===== src/rtl/vlm_pkg.sv =====
package vlm_pkg;

  typedef enum int unsigned {
    MK_SYNC  = 0,
    MK_FIRST = 1,
    MK_LAST  = 2,
    MK_COUNT = 3
  } mark_e;

  // Saturating increment: v + 1, held at maxv.
  function automatic logic [31:0] sat_inc(input logic [31:0] v, input logic [31:0] maxv);
    return (v >= maxv) ? maxv : v + 32'd1;
  endfunction

  // Place a count in the upper bits of a word, zero below.
  function automatic logic [31:0] pad_low(input logic [31:0] v, input int unsigned sh);
    return v << sh;
  endfunction

endpackage


===== src/rtl/vlm_line_counter.sv =====
module vlm_line_counter #(
  parameter int unsigned CNT_W = 12
) (
  input  logic             clk,
  input  logic             rst_n,
  input  logic             hs,
  input  logic             vs_lead,
  output logic [CNT_W-1:0] cnt_q,
  output logic [CNT_W-1:0] cnt_nxt,
  output logic             ovf_q,
  output logic             sat_hit
);
  localparam logic [CNT_W-1:0] CNT_MAX = '1;

  logic ovf_nxt;

  always_comb begin
    sat_hit = hs && !vs_lead && (cnt_q == CNT_MAX);
    if (vs_lead) begin
      cnt_nxt = hs ? CNT_W'(1) : '0;
      ovf_nxt = 1'b0;
    end else begin
      cnt_nxt = hs ? CNT_W'(vlm_pkg::sat_inc(32'(cnt_q), 32'(CNT_MAX))) : cnt_q;
      ovf_nxt = ovf_q || sat_hit;
    end
  end

  always_ff @(posedge clk or negedge rst_n) begin
    if (!rst_n) begin
      cnt_q <= '0;
      ovf_q <= 1'b0;
    end else begin
      cnt_q <= cnt_nxt;
      ovf_q <= ovf_nxt;
    end
  end
endmodule


===== src/rtl/vlm_capture_bank.sv =====
module vlm_capture_bank #(
  parameter int unsigned CNT_W  = 12,
  parameter int unsigned N_MARK = 3
) (
  input  logic                         clk,
  input  logic                         rst_n,
  input  logic                         vs_lead,
  input  logic [N_MARK-1:0]            mark,
  input  logic [CNT_W-1:0]             cnt_nxt,
  output logic [N_MARK-1:0][CNT_W-1:0] buf_q
);
  for (genvar i = 0; i < N_MARK; i++) begin : g_slot
    always_ff @(posedge clk or negedge rst_n) begin
      if (!rst_n)       buf_q[i] <= '0;
      else if (mark[i]) buf_q[i] <= cnt_nxt;
      else if (vs_lead) buf_q[i] <= '0;
    end
  end
endmodule


===== src/rtl/vlm_readout.sv =====
module vlm_readout #(
  parameter int unsigned CNT_W  = 12,
  parameter int unsigned N_MARK = 3
) (
  input  logic                         clk,
  input  logic                         rst_n,
  input  logic                         vs_lead,
  input  logic [N_MARK-1:0][CNT_W-1:0] buf_q,
  input  logic [CNT_W-1:0]             total,
  input  logic                         ovf,
  output logic [N_MARK-1:0][CNT_W-1:0] rd_mark,
  output logic [CNT_W-1:0]             rd_total,
  output logic                         rd_ovf,
  output logic                         rd_valid,
  output logic                         xfer
);
  logic armed_q;

  assign xfer = vs_lead && armed_q;

  always_ff @(posedge clk or negedge rst_n) begin
    if (!rst_n) begin
      armed_q  <= 1'b0;
      rd_valid <= 1'b0;
      rd_mark  <= '0;
      rd_total <= '0;
      rd_ovf   <= 1'b0;
    end else begin
      if (vs_lead) armed_q <= 1'b1;
      if (xfer) begin
        rd_mark  <= buf_q;
        rd_total <= total;
        rd_ovf   <= ovf;
        rd_valid <= 1'b1;
      end
    end
  end
endmodule


===== src/rtl/vline_meter.sv =====
module vline_meter #(
  parameter int unsigned CNT_W  = 12,
  parameter int unsigned WORD_W = 16
) (
  input  logic              clk,
  input  logic              rst_n,
  input  logic              hs_pulse,
  input  logic              vs_lead_pulse,
  input  logic              vs_trail_pulse,
  input  logic              act_first_pulse,
  input  logic              act_last_pulse,
  output logic [WORD_W-1:0] rd_sync_width,
  output logic [WORD_W-1:0] rd_first_act,
  output logic [WORD_W-1:0] rd_last_act,
  output logic [WORD_W-1:0] rd_frame_lines,
  output logic              rd_overflow,
  output logic              rd_valid
);
  import vlm_pkg::*;
  localparam int unsigned N_MARK = MK_COUNT;
  localparam int unsigned PAD_W  = WORD_W - CNT_W;

  logic [CNT_W-1:0]             line_cnt;
  logic [CNT_W-1:0]             line_nxt;
  logic                         frame_ovf;
  logic                         sat_hit;
  logic [N_MARK-1:0]            mark;
  logic [N_MARK-1:0][CNT_W-1:0] buf_q;
  logic [N_MARK-1:0][CNT_W-1:0] rd_mark;
  logic [CNT_W-1:0]             rd_total;
  logic                         xfer;
  logic [N_MARK:0][WORD_W-1:0]  word;

  always_comb begin
    mark           = '0;
    mark[MK_SYNC]  = vs_trail_pulse;
    mark[MK_FIRST] = act_first_pulse;
    mark[MK_LAST]  = act_last_pulse;
  end

  vlm_line_counter #(.CNT_W(CNT_W)) u_cnt (
    .clk(clk), .rst_n(rst_n), .hs(hs_pulse), .vs_lead(vs_lead_pulse),
    .cnt_q(line_cnt), .cnt_nxt(line_nxt), .ovf_q(frame_ovf), .sat_hit(sat_hit)
  );

  vlm_capture_bank #(.CNT_W(CNT_W), .N_MARK(N_MARK)) u_bank (
    .clk(clk), .rst_n(rst_n), .vs_lead(vs_lead_pulse), .mark(mark),
    .cnt_nxt(line_nxt), .buf_q(buf_q)
  );

  vlm_readout #(.CNT_W(CNT_W), .N_MARK(N_MARK)) u_rd (
    .clk(clk), .rst_n(rst_n), .vs_lead(vs_lead_pulse), .buf_q(buf_q),
    .total(line_cnt), .ovf(frame_ovf), .rd_mark(rd_mark), .rd_total(rd_total),
    .rd_ovf(rd_overflow), .rd_valid(rd_valid), .xfer(xfer)
  );

  for (genvar i = 0; i <= N_MARK; i++) begin : g_word
    if (i < N_MARK) begin : g_mark
      assign word[i] = WORD_W'(pad_low(32'(rd_mark[i]), PAD_W));
    end else begin : g_total
      assign word[i] = WORD_W'(pad_low(32'(rd_total), PAD_W));
    end
  end

  assign rd_sync_width  = word[MK_SYNC];
  assign rd_first_act   = word[MK_FIRST];
  assign rd_last_act    = word[MK_LAST];
  assign rd_frame_lines = word[N_MARK];
endmodule


===== config.mk =====
export PLATFORM = sky130hd
export DESIGN_NAME = vline_meter
export DESIGN_NICKNAME = d
export VERILOG_FILES = /design/src/rtl/vlm_pkg.sv /design/src/rtl/vlm_line_counter.sv /design/src/rtl/vlm_capture_bank.sv /design/src/rtl/vlm_readout.sv /design/src/rtl/vline_meter.sv
export SDC_FILE = /design/constraint.sdc
export NUM_CORES = 1
export LEC_CHECK = 0
export ABC_AREA = 1
export CORE_MARGIN = 3
export CORE_UTILIZATION = 52
export CTS_CLUSTER_DIAMETER = 100
export DETAILED_ROUTE_END_ITERATION = 16
export PLACE_DENSITY = 0.78
export REMOVE_ABC_BUFFERS = 1
export SLEW_MARGIN = 30
export SYNTH_ARGS = -nofsm -noshare
export SYNTH_HDL_FRONTEND = slang
export SYNTH_SLANG_ARGS = --single-unit

===== constraint.sdc =====
create_clock -name clk -period 2.1 [get_ports clk]
set_clock_uncertainty 0.15 [all_clocks]
set_input_delay 0.525 -clock clk [delete_from_list [all_inputs] [get_ports clk]]
set_output_delay 0.525 -clock clk [all_outputs]
set_load 0.01 [all_outputs]

[Yosys cells after proc, flatten, opt, wreduce, memory -nomap -nowiden]
Cells that the tools add are included.
Word-level totals
  register bits after elaboration: 100
  input bits: 7
  output and inout port bits: 66
  word-level logic and storage cells: 32
Cells by class
  $add $sub $neg: 1
  order comparisons: 1
  equality and inequality tests: 1
  mux-type cells: 9
  reductions and logical operators: 8
Operator list (number)
  12-bit 2-to-1 mux: 7
  12-bit by 1-bit adder with 12-bit output (second input constant): 1
  12-bit == test (second input constant): 1
  12-bit greater-or-equal comparator (second input constant): 1
  2-bit nonzero test: 3
  1-bit logical AND: 3
  1-bit 2-to-1 mux: 2
  1-bit logical NOT: 1
  1-bit logical OR: 1

[Longest topological paths before layout]
  word-level depth: 5
  depth in mapped cells: 9
  gate-level depth less buffers: 9

[Hierarchy]
From an unflattened synthesis, not the netlist that was laid out.
Unflattened totals
  cells, all modules: 490
  area, all modules: 4319.1 um2
Modules (own cells, without submodules)
  vlm_readout: times used 1, cells each 220, area each 2069.5 um2, seq. area each 1276.2 um2
  vlm_capture_bank: times used 1, cells each 153, area each 1362.6 um2, seq. area each 900.9 um2
  vlm_line_counter: times used 1, cells each 100, area each 763.2 um2, seq. area each 325.3 um2
  vline_meter: times used 1, cells each 17, area each 123.9 um2, seq. area each 0.0 um2

[Least setup slack after synthesis]
Ideal clock, no wire load.
  kind: input to register
  start: input port vs_lead_pulse
  end: register u_rd.rd_mark[10] (netlist bit)
  setup time: 0.125 ns
  arrival: 1.318 ns
  data required time: 1.825 ns
  setup slack: 0.507 ns
  stages: 4
  path buffers: 2
  path through: nand2_1 buf_2 buf_2 mux2_2
Between the ends
  cells in the longest elaborated chain, start to end: 1
Ends and longest elaborated chain
  start: declaration: line vline_meter.sv:8  | input logic vs_lead_pulse,
  1-bit logical AND: line vlm_readout.sv:19  | assign xfer = vs_lead && armed_q;
  end signal: assignment: line vlm_readout.sv:31  | rd_mark <= buf_q;
  end: declaration: line vlm_readout.sv:11  | output logic [N_MARK-1:0][CNT_W-1:0] rd_mark,
No other way between the ends.
A chain may end at the register's enable or synchronous reset.

[Worst setup path in the final report]
  start: register u_rd.rd_mark[8] (netlist bit)
  end: output port rd_sync_width[12]
RTL lines
  end: declaration: line vline_meter.sv:12  | output logic [WORD_W-1:0] rd_sync_width,
No word-level cell between the ends.

==> run summary <==
The power per unit of standard cell area came out at 675 mW/mm2. By area the synthesized netlist is led by dfrtp_1, nand2_1, mux2_2, buf_4, o21ai_0. The post-route fraction of the period consumed by the critical path is 94.2%. The number of instances in the placed design is 570.

The synthesis-to-layout area growth came out at 23.4%. The sequential element share of the synthesized area is about 60%. The initial utilization of the core area, before any placement, comes to 55.4%.

The number of nets with antenna violations after detailed routing is 0. The number of global-route vias before repair is 3,047. The met1 wire length is 4050 um. The routed length on met3 is about 460 um. Once layout is complete, the utilization of the core stands at 68.4%. The final setup violation count is 0. Traced cell by cell, the critical path runs through clkdlybuf4s50_1. The initial antenna violation count is 0. Synthesis inferred 100 register bits. The number of buffers added by the clock tree synthesis step is 9. Cells with a size suffix above 1 make up 19.3% of the layout. Combinational logic is responsible for 8.3% of the overall power. The synthesized area per cell came out at 10.2 um2.

The detailed router finished its first iteration with 170 violations. The layout net count is a little under 500. The worst hold path startpoint is u_rd.rd_valid$_DFFE_PN0P_.

The number of gates resized after CTS came out at 0. The total global-route track usage came out at 21.7%. The launching instance or port of the critical path is u_rd.rd_mark[8]$_DFFE_PN0P_. After detailed routing, the met2 layer carries 4040 um of wire. The cell area after technology mapping is 0.00415 mm2. The count of cell types in the netlist came out at 28. The leakage power of the design is between 2 and 3 nW. The analysis attributes to net switching a power of 889 uW. The clock tree buffer depth came out at 2. The worst hold path belongs to the class flip-flop to flip-flop.

The share of the synthesized area in the top cell type is 60.4%. The slew of the pin with the lowest slew margin came out at 760 ps. Per report_power, the clock group accounts for 34.2% of the total.

For the worst-skew pair, the clock arrives at the later sink with an insertion delay of roughly 360 ps. Dividing the detail-routed wire length by the instance count gives 15.0 um. The area taken by flip-flops and latches is between 0.002 and 0.003 mm2. The die outline area came out at 0.00908 mm2.

Input and output buffers added on the ports amount to 56. The max-capacitance violation count is 0. The first global-routing pass estimated 14,900 um of wire. The core outline area is 0.00749 mm2. The synthesized instance count is 406. After detailed routing, the number of remaining DRC violations is 0. The worst slew margin relative to its limit came out at 49.2%. The multi-input combinational cell area came out at ~0.0014 mm2. The post-CTS repair timing setup buffer count is 0. The vertical die dimension came out at 95.3 um.

The sort of element at the end of the critical path is an output pin. The number of filler cells placed in the layout came out at between 500 and 600. The deepest level of the CTS H-tree is 3. The count of flip-flops with a built-in enable after synthesis came out at 0. The global-route congestion overflow total is 0.

Along the worst path, the maximum fanout reaches 2. After clock tree synthesis, the clock-pin slew on the worst setup and hold paths is between 100 and 150 ps. The cell family contributing the most delay on the critical path is buffers and inverters. The total chip power is 3.46 mW. The critical path data arrival time is 1300 ps.

The maximum VDD drop is 0.398 mV. The switching share of total power came out at between 20 and 30%. For this run, the slowest stage of the critical path takes ~560 ps. For the finished layout, the period the worst path requires is 1980 ps. Internal power comes to 2.57 mW. In this run the count of I/O pins placed on the die edge is 73.

Counting every sink on the clock net gives 100. The via count normalized by instance count came out at 5.08. The required time of the worst setup path is 1420 ps. The worst setup path is launched from a flip-flop.

The portion of total power attributed to sequential cells is 57.5%. The critical path in this run is classified as flip-flop to output pin. The final weighted congestion of routability-driven global placement is 0.906. Derived from the worst setup path, the maximum achievable clock frequency is 505 MHz. The buffering stage count on the worst path with inverters included came out at 1. The number of placement rows is 31. The die is roughly 95 um wide. The highest metal layer carrying signal wires in the routed design is met4. Wires add up to 8780 um. Leaving out fill and tap cells, the most frequent cell in the layout is nand2_1. The largest total area in the synthesized netlist belongs to dfrtp_1. The half-perimeter wire length after detailed placement came out at 6300 um. The overall via count from detail_route is 2,983.

The hold buffer count at cts is 1. Setup repair after global routing left no endpoint under its margin. The clock tree from TritonCTS is done. The iteration count of the initial detailed-routing pass came out at 4.

The library cells used most frequently in the layout, excluding fill and tap cells, are nand2_1, dfrtp_1, clkdlybuf4s50_1. In the synthesized netlist the dominant register cell turns out to be dfrtp_1. The root buffer cell chosen for the clock tree is clkbuf_8. The share of synthesized registers carrying an async set or reset is 100%. The number of hold violations in the final report came out at 0.

The slowest stage of the critical path is the clkdlybuf4s50_1 cell. The total inserted antenna cells came out at 0. On the final layout, the worst hold slack is 331 ps. The pin count of the biggest net entering global routing is 37. The max-slew violation count is 0.

The number of standard cells in the layout, taps in and fillers out is 587. The number of warnings reported in the yosys synthesis log came out at 0. The run finished with clean final reports.
[power by group through the flow]
stage	Combinational, mW	Clock (mW)	Sequential (mW)
floorplan	0.0990	0	2.03
global placement	0.283	0	2.02
detailed placement	0.289	0	2.03
CTS	0.291	1.21	1.99
global route	0.318	1.29	1.99
finish	0.288	1.18	1.99
[layer usage]
layer,vias up,track usage (%)
li1,1411,-
met2,96,33.7
met3,17,3.47
met4,0,9.98
met1,1459,30.0
met5,-,0
[kinds of logic after synthesis]
kind of cell | count (synthesis) | share of synthesized area, %
simple gates | 182 | 18.8
fa+ha+maj | 1 | 0.302
other cells | 1 | 0.0904
flops | 100 | 60.4
buf+inv | 57 | 7.21
mux | 34 | 9.23
compound gates | 31 | 3.98
[final cells by class]
type | instances | share of cell area, %
Clock buffer | 10 | 2.69
Tap cell | 99 | 2.42
Clock inverter | 6 | 1.10
Inverter | 25 | 1.83
Timing Repair Buffer | 83 | 15.6
Sequential cell | 100 | 48.9
Multi-Input combinational cell | 264 | 27.4
[cell usage after synthesis (2+ instances only)]
| library cell | count |
|---|---|
| inv_1 | 25 |
| nand2_4 | 2 |
| nand3_2 | 2 |
| o21ai_0 | 24 |
| a21oi_1 | 3 |
| clkbuf_1 | 4 |
| nor2_1 | 13 |
| nand4_1 | 6 |
| nand2_2 | 7 |
| nand3_1 | 13 |
| nand2_1 | 131 |
| o21ai_2 | 2 |
| nor3_1 | 3 |
| buf_4 | 18 |
| dfrtp_1 | 100 |
| mux2_2 | 34 |
| buf_2 | 8 |
[per-stage QoR]
stage | setup slack [ps] | setup TNS [ps] | instance area (um2)
floorplan | -252 | -9150 | 4000
global placement | -192 | -5080 | 4910
detailed placement | -147 | -3530 | 4910
CTS | 113 | 0 | 5120
global route | 74.4 | 0 | 5120
finish | 121 | 0 | 5120
[state kept, by name, indices dropped and copies added (netlist names), named ones only]
register       flops
u_rd.rd_valid      1
u_rd.rd_mark      36
u_cnt.cnt_q       11
u_rd.rd_ovf        1
u_cnt.ovf_q        1
u_rd.armed_q       1
u_rd.rd_total     12
u_bank.buf_q      36
[worst paths after layout]
path / slack (ps) / depth (start not counted) / to
max: 120 / 1 / rd_sync_width[12]
min: 330 / 2 / u_rd.rd_valid$_DFFE_PN0P_
max reg2reg: 270 / 8 / u_bank.buf_q[3]$_DFFE_PN0P_
min reg2reg: 330 / 2 / u_rd.rd_valid$_DFFE_PN0P_
max in group asynchronous: 720 / 3 / u_bank.buf_q[33]$_DFFE_PN0P_
min in group asynchronous: 510 / 2 / u_bank.buf_q[6]$_DFFE_PN0P_
(Power assumes the default switching activity.)
